`config.mk`:
```
export PLATFORM = sky130hd
export DESIGN_NAME = tbd_timer_top
export DESIGN_NICKNAME = d
export VERILOG_FILES = /design/src/rtl/tbd_pkg.sv /design/src/rtl/tbd_prescaler.sv /design/src/rtl/tbd_timebase.sv /design/src/rtl/tbd_decrementer.sv /design/src/rtl/tbd_timer_top.sv
export SDC_FILE = /design/constraint.sdc
export NUM_CORES = 1
export LEC_CHECK = 0
export BUFFER_PORTS_ARGS = -buffer_cell sky130_fd_sc_hd__buf_2
export CAP_MARGIN = 10
export CORE_UTILIZATION = 50
export DETAILED_ROUTE_END_ITERATION = 6
export PLACE_DENSITY = 0.73
export SYNTH_ARGS = -nofsm -noshare
export SYNTH_HDL_FRONTEND = slang
export SYNTH_SLANG_ARGS = --single-unit
```
`constraint.sdc`:
```
create_clock -name clk_i -period 2.2 [get_ports clk_i]
set_input_delay 0.22 -clock clk_i [delete_from_list [all_inputs] [get_ports clk_i]]
set_output_delay 0.22 -clock clk_i [all_outputs]
set_load 0.005 [all_outputs]
```
`src/rtl/tbd_pkg.sv`:
```
package tbd_pkg;
    typedef enum logic [1:0] {
        REG_TB_LO = 2'd0,
        REG_TB_HI = 2'd1,
        REG_DEC   = 2'd2,
        REG_NONE  = 2'd3
    } reg_sel_e;
endpackage

```
`src/rtl/tbd_prescaler.sv`:
```
module tbd_prescaler #(
    parameter int DIV_W = 2
) (
    input  logic clk_i,
    input  logic rst_i,
    output logic tick_o
);
    typedef struct packed {
        logic [DIV_W-1:0] cnt;
    } pre_st_t;

    pre_st_t s_d, s_q;

    always_comb begin
        s_d     = s_q;
        s_d.cnt = s_q.cnt + 1'b1;
    end

    always_ff @(posedge clk_i) begin
        if (rst_i) s_q <= '0;
        else       s_q <= s_d;
    end

    assign tick_o = &s_q.cnt;


    tick_gap_chk: assert property (@(posedge clk_i) disable iff (rst_i)
        tick_o |=> !tick_o);
endmodule

```
`src/rtl/tbd_timebase.sv`:
```
module tbd_timebase #(
    parameter int HALF_W = 32
) (
    input  logic              clk_i,
    input  logic              rst_i,
    input  logic              tick_i,
    input  logic              wr_lo_i,
    input  logic              wr_hi_i,
    input  logic [HALF_W-1:0] wdata_i,
    output logic [HALF_W-1:0] lo_o,
    output logic [HALF_W-1:0] hi_o
);
    typedef struct packed {
        logic [HALF_W-1:0] hi;
        logic [HALF_W-1:0] lo;
    } tb_st_t;

    tb_st_t s_d, s_q;
    logic   carry;

    always_comb begin
        s_d   = s_q;
        carry = tick_i && (&s_q.lo) && !wr_lo_i;
        if (wr_lo_i)     s_d.lo = wdata_i;
        else if (tick_i) s_d.lo = s_q.lo + 1'b1;
        if (wr_hi_i)     s_d.hi = wdata_i;
        else if (carry)  s_d.hi = s_q.hi + 1'b1;
    end

    always_ff @(posedge clk_i) begin
        if (rst_i) s_q <= '0;
        else       s_q <= s_d;
    end

    assign lo_o = s_q.lo;
    assign hi_o = s_q.hi;


    tb_carry_chk: assert property (@(posedge clk_i) disable iff (rst_i)
        (tick_i && (&lo_o) && !wr_lo_i && !wr_hi_i) |=> (hi_o == $past(hi_o) + 1'b1) && (lo_o == '0));


    tb_lo_load_chk: assert property (@(posedge clk_i) disable iff (rst_i)
        wr_lo_i |=> lo_o == $past(wdata_i));


    tb_hi_load_chk: assert property (@(posedge clk_i) disable iff (rst_i)
        wr_hi_i |=> hi_o == $past(wdata_i));
endmodule

```
`src/rtl/tbd_decrementer.sv`:
```
module tbd_decrementer #(
    parameter int DEC_W = 32
) (
    input  logic             clk_i,
    input  logic             rst_i,
    input  logic             tick_i,
    input  logic             wr_i,
    input  logic [DEC_W-1:0] wdata_i,
    input  logic             ack_i,
    output logic [DEC_W-1:0] cnt_o,
    output logic             irq_o
);
    typedef struct packed {
        logic [DEC_W-1:0] cnt;
        logic             irq;
    } dec_st_t;

    dec_st_t          s_d, s_q;
    logic [DEC_W-1:0] down;
    logic             expire;

    always_comb begin
        s_d    = s_q;
        down   = s_q.cnt - 1'b1;
        expire = tick_i && !wr_i && !s_q.cnt[DEC_W-1] && down[DEC_W-1];
        if (wr_i)        s_d.cnt = wdata_i;
        else if (tick_i) s_d.cnt = down;
        if (expire)      s_d.irq = 1'b1;
        else if (ack_i)  s_d.irq = 1'b0;
    end

    always_ff @(posedge clk_i) begin
        if (rst_i) begin
            s_q.cnt <= '1;
            s_q.irq <= 1'b0;
        end else begin
            s_q <= s_d;
        end
    end

    assign cnt_o = s_q.cnt;
    assign irq_o = s_q.irq;


    irq_rise_src_chk: assert property (@(posedge clk_i) disable iff (rst_i)
        $rose(irq_o) |-> ($past(cnt_o) == '0) && (cnt_o == '1));


    irq_hold_chk: assert property (@(posedge clk_i) disable iff (rst_i)
        (irq_o && !ack_i) |=> irq_o);


    load_no_irq_chk: assert property (@(posedge clk_i) disable iff (rst_i)
        (wr_i && !irq_o) |=> !irq_o);
endmodule

```
`src/rtl/tbd_timer_top.sv`:
```
module tbd_timer_top
    import tbd_pkg::*;
#(
    parameter int HALF_W = 32,
    parameter int DIV_W  = 2
) (
    input  logic              clk_i,
    input  logic              rst_i,
    input  logic              acc_en_i,
    input  logic              acc_wr_i,
    input  logic [1:0]        acc_sel_i,
    input  logic [HALF_W-1:0] acc_wdata_i,
    input  logic              priv_sup_i,
    input  logic              dec_ack_i,
    output logic [HALF_W-1:0] acc_rdata_o,
    output logic              priv_fault_o,
    output logic              dec_irq_o
);
    logic              tick;
    logic              sup_wr;
    logic              wr_lo, wr_hi, wr_dec;
    logic [HALF_W-1:0] tb_lo, tb_hi, dec_val;
    reg_sel_e          sel;

    assign sel          = reg_sel_e'(acc_sel_i);
    assign sup_wr       = acc_en_i && acc_wr_i && priv_sup_i;
    assign priv_fault_o = acc_en_i && acc_wr_i && !priv_sup_i;
    assign wr_lo        = sup_wr && (sel == REG_TB_LO);
    assign wr_hi        = sup_wr && (sel == REG_TB_HI);
    assign wr_dec       = sup_wr && (sel == REG_DEC);

    tbd_prescaler #(.DIV_W(DIV_W)) u_pre (
        .clk_i  (clk_i),
        .rst_i  (rst_i),
        .tick_o (tick)
    );

    tbd_timebase #(.HALF_W(HALF_W)) u_tb (
        .clk_i   (clk_i),
        .rst_i   (rst_i),
        .tick_i  (tick),
        .wr_lo_i (wr_lo),
        .wr_hi_i (wr_hi),
        .wdata_i (acc_wdata_i),
        .lo_o    (tb_lo),
        .hi_o    (tb_hi)
    );

    tbd_decrementer #(.DEC_W(HALF_W)) u_dec (
        .clk_i   (clk_i),
        .rst_i   (rst_i),
        .tick_i  (tick),
        .wr_i    (wr_dec),
        .wdata_i (acc_wdata_i),
        .ack_i   (dec_ack_i),
        .cnt_o   (dec_val),
        .irq_o   (dec_irq_o)
    );

    always_comb begin
        acc_rdata_o = '0;
        if (acc_en_i) begin
            case (sel)
                REG_TB_LO: acc_rdata_o = tb_lo;
                REG_TB_HI: acc_rdata_o = tb_hi;
                REG_DEC:   acc_rdata_o = dec_val;
                default:   acc_rdata_o = '0;
            endcase
        end
    end


    fault_blocks_wr_chk: assert property (@(posedge clk_i) disable iff (rst_i)
        priv_fault_o |-> !(wr_lo || wr_hi || wr_dec));


    fault_keeps_hi_chk: assert property (@(posedge clk_i) disable iff (rst_i)
        (priv_fault_o && !tick) |=> $stable(tb_hi) && $stable(dec_val));
endmodule

```
==> results.json <==
{
  "outcome": "finished with violations",
  "violations": "negative setup slack",
  "drtIter0Drc": 925,
  "ys.flop_type": "dfxtp_1",
  "firstDrtPassIters": 6,
  "slew_headroom": 0.6427,
  "worstSetupPathType": "flip-flop to flip-flop",
  "hold_viol": 0,
  "critical_path_arrival_ns": 2.55,
  "setup_viol": 8,
  "grt_usage": 0.3375,
  "netlist_area_um2": 6536,
  "cts_num_sinks": 99,
  "final_core_util": 0.6524,
  "start_kind": "flip-flop",
  "die_area_um2": 13530,
  "htree_levels": 3,
  "cp_data_required_time_ns": 2.47,
  "drv_slew": 0,
  "post-place-ws_ns": -0.1951,
  "critPathCaptureType": "flip-flop",
  "grt_max_degree": 62,
  "vias_per_cell": 6.157,
  "intPower_mw": 2.897,
  "fin_worst_skew_ns": 0.007779,
  "switchingPower_mw": 1.072,
  "globalRouteOverflowTotal": 0,
  "worst_slew_pin_slew_ns": 0.5360,
  "p_per_area_nw_per_um2": 480.1,
  "clockPowerShare": 0.404,
  "period_needed_ns": 2.280,
  "rsz0062_at_grt": "true",
  "vias": 7216,
  "synth-async-reset-ratio": 0,
  "core_area_um2": 12670,
  "start_util": 0.5158,
  "cts.clk_slew.worst_paths_ns": 0.07,
  "n_fill_cell": 1109,
  "fin_crit_sh": 1.036,
  "drc_errors": 0,
  "area_delta_synth_final_pct": 26.47,
  "power_frac_seq": 0.474,
  "fin_cells": 1172,
  "die_y_um": 116.3,
  "vdd_drop_max_mv": 0.3380,
  "fmax_mhz": 438.7,
  "yosysWarnings": 0,
  "fp-row-count": 41,
  "place_inst": 1145,
  "drive_above_1_share": 0.2570,
  "synth_edf_count": 0,
  "routedWlPerCell_um": 18.91,
  "ys_ff_latch": 99,
  "grt_pass1_wl_um": 34310,
  "finalSetupTns_ns": -0.3097,
  "yosysSeqAreaShare": 0.3032,
  "pin_count": 74,
  "cap_violations": 0,
  "pwr-share-comb": 0.123,
  "synthCells": 867,
  "gp_congestion": 0.9711,
  "insertion_delay_ns": 0.36,
  "synth.avg_cell_area_um2": 7.539,
  "final_net_count": 1039,
  "grt_pass1_vias": 6431,
  "p_sw_frac": 0.2700,
  "synth_fp_nets": 911,
  "cts_tree": "built",
  "max-clock-path-buffers": 2,
  "hp-class": "primary input to flip-flop",
  "cts_buffers": 9,
  "ctsRootBufferMaster": "clkbuf_16",
  "drtAntennaViolNets": 0,
  "numPortBuffers": 73,
  "ys_types": 53,
  "worstPathMaxFanout": 6,
  "antenna_found_initial": 0,
  "diodes": 0,
  "die_width_um": 116.3,
  "leakagePower_nw": 3.181,
  "seqCellArea_um2": 1994,
  "fin_ws_ns": -0.07971,
  "drt-total-wl_um": 22170,
  "hpwl_um": 16030,
  "multi_input_area_um2": 4444
}
## path summary, 6_finish.rpt
kind,startpoint,endpoint,slack [ns],cells after the start
min,acc_wdata_i[27],u_tb.hi_o[27],0.13,3
max,u_tb.lo_o[0],u_tb.hi_o[9],-0.08,6
max reg2reg,u_tb.lo_o[0],u_tb.hi_o[9],-0.08,6
min reg2reg,u_dec.irq_o,u_dec.irq_o,0.50,2
## cell type report
cell class / count / share of cell area
multi-input combinational: 683 / 0.5376
tap: 172 / 0.02603
sequential: 99 / 0.2413
clock inverter: 3 / 0.002573
timing repair buffer: 187 / 0.1530
clock buffer: 13 / 0.03269
inverter: 15 / 0.006811
## cells by family (layout without fill, tap and decap cells)
kind of cell,after synthesis,count (layout),synth area share
multiplexers,41,41,0.06279
adder cells (fa/ha/maj),4,4,0.007657
AND/OR/NAND/NOR,442,443,0.3583
flip-flops,99,99,0.3032
AO/OA/AOI/OAI,155,155,0.1621
XOR/XNOR,40,40,0.05360
buffers and inverters,86,218,0.05226
## cell usage after synthesis, types with 5 or more instances
cell	number	share of area
a211oi_1	32	0.037
o31ai_1	7	0.0080
mux2i_1	41	0.063
o2111ai_1	9	0.012
xnor2_1	28	0.038
o211ai_1	7	0.0080
nor4_1	24	0.023
and3_1	10	0.0096
nand2_1	79	0.045
clkbuf_1	54	0.031
buf_2	5	0.0038
nor3_1	45	0.034
and4_1	12	0.016
buf_1	9	0.0052
nor2_1	89	0.051
or4_1	13	0.015
nand4_1	24	0.023
xor2_1	12	0.016
nand3_1	52	0.040
inv_1	14	0.0080
nand4b_1	6	0.0080
o21ai_0	61	0.047
and2_1	36	0.034
or3_1	30	0.029
dfxtp_1	99	0.30
a311oi_1	24	0.032
## layer usage
metal,vias to the layer above,part of all wire,GRT usage
met5,-,0,0
met4,0,0.023,0.1094
met3,50,0.10,0.09081
met2,348,0.44,0.4955
met1,3358,0.44,0.4765
li1,3460,-,-
## cells in the final DEF (no fill, tap or decap), types with 3 or more instances in the layout
cell type  count
clkbuf_8       3
o2111ai_1      9
xor2_1        12
o31ai_1        6
a21oi_1        4
nor4_1        21
or4_1          9
a311oi_2       8
or4_4          6
buf_2         73
nand2_1       79
or2_2          3
inv_1         14
buf_6          5
and2_1        35
o21ai_0       61
nor3_1        44
dfxtp_2       10
and4_4         4
o211ai_1       7
or3_4          6
nor2_1        89
mux2i_1       41
a311oi_1      16
and3_1        10
buf_4        107
o31a_1         4
a211oi_1      32
dfxtp_1       89
nand4_1       24
nand4b_1       6
xnor2_1       28
clkbuf_16      9
or3_1         24
nand3_1       52
and4_1        10
## state kept, by name, indices dropped and copies added (netlist names)
register / cells
u_tb.lo_o: 32
u_dec.cnt_o: 32
u_pre.s_q: 2
u_dec.irq_o: 1
u_tb.hi_o: 32
## power groups by stage
stage	Clock, mW	Combinational, mW	Sequential [mW]
after global placement	0	0.460	1.92
after global routing	1.69	0.527	1.89
final	1.60	0.486	1.88
after floorplan	0	0.240	1.92
after detailed placement	0	0.465	1.92
after CTS	1.60	0.470	1.88
## worst max-delay path, stage by stage (launching register included)
cell and delay, ns:
dfxtp_2 0.35, ha_4 0.14, and4_4 0.24, nand4_4 0.10
or4_4 0.62, or4_4 0.50, a311oi_2 0.24
## stage by stage
step	hold WS, ns	instance area (um2)	power [mW]
3_5_place_dp	0.4246	7682	2.383
2_1_floorplan	0.3286	6590	2.157
3_3_place_gp	0.4125	7682	2.376
4_1_cts	0.1303	8082	3.953
6_report	0.1339	8267	3.969
5_1_grt	0.1441	8267	4.102
## what timing repair did
item | 4_1_cts | 5_1_grt
setup buffers | 4 | 6
cloned | 1 | 1
gates resized for setup | 17 | 30
hold buffers | 0 | 0
endpoints found under the setup margin | 28 | 32
pin swaps | 9 | 12
hold endpoints to repair | 0 | 0
(Power assumes the default switching activity.)
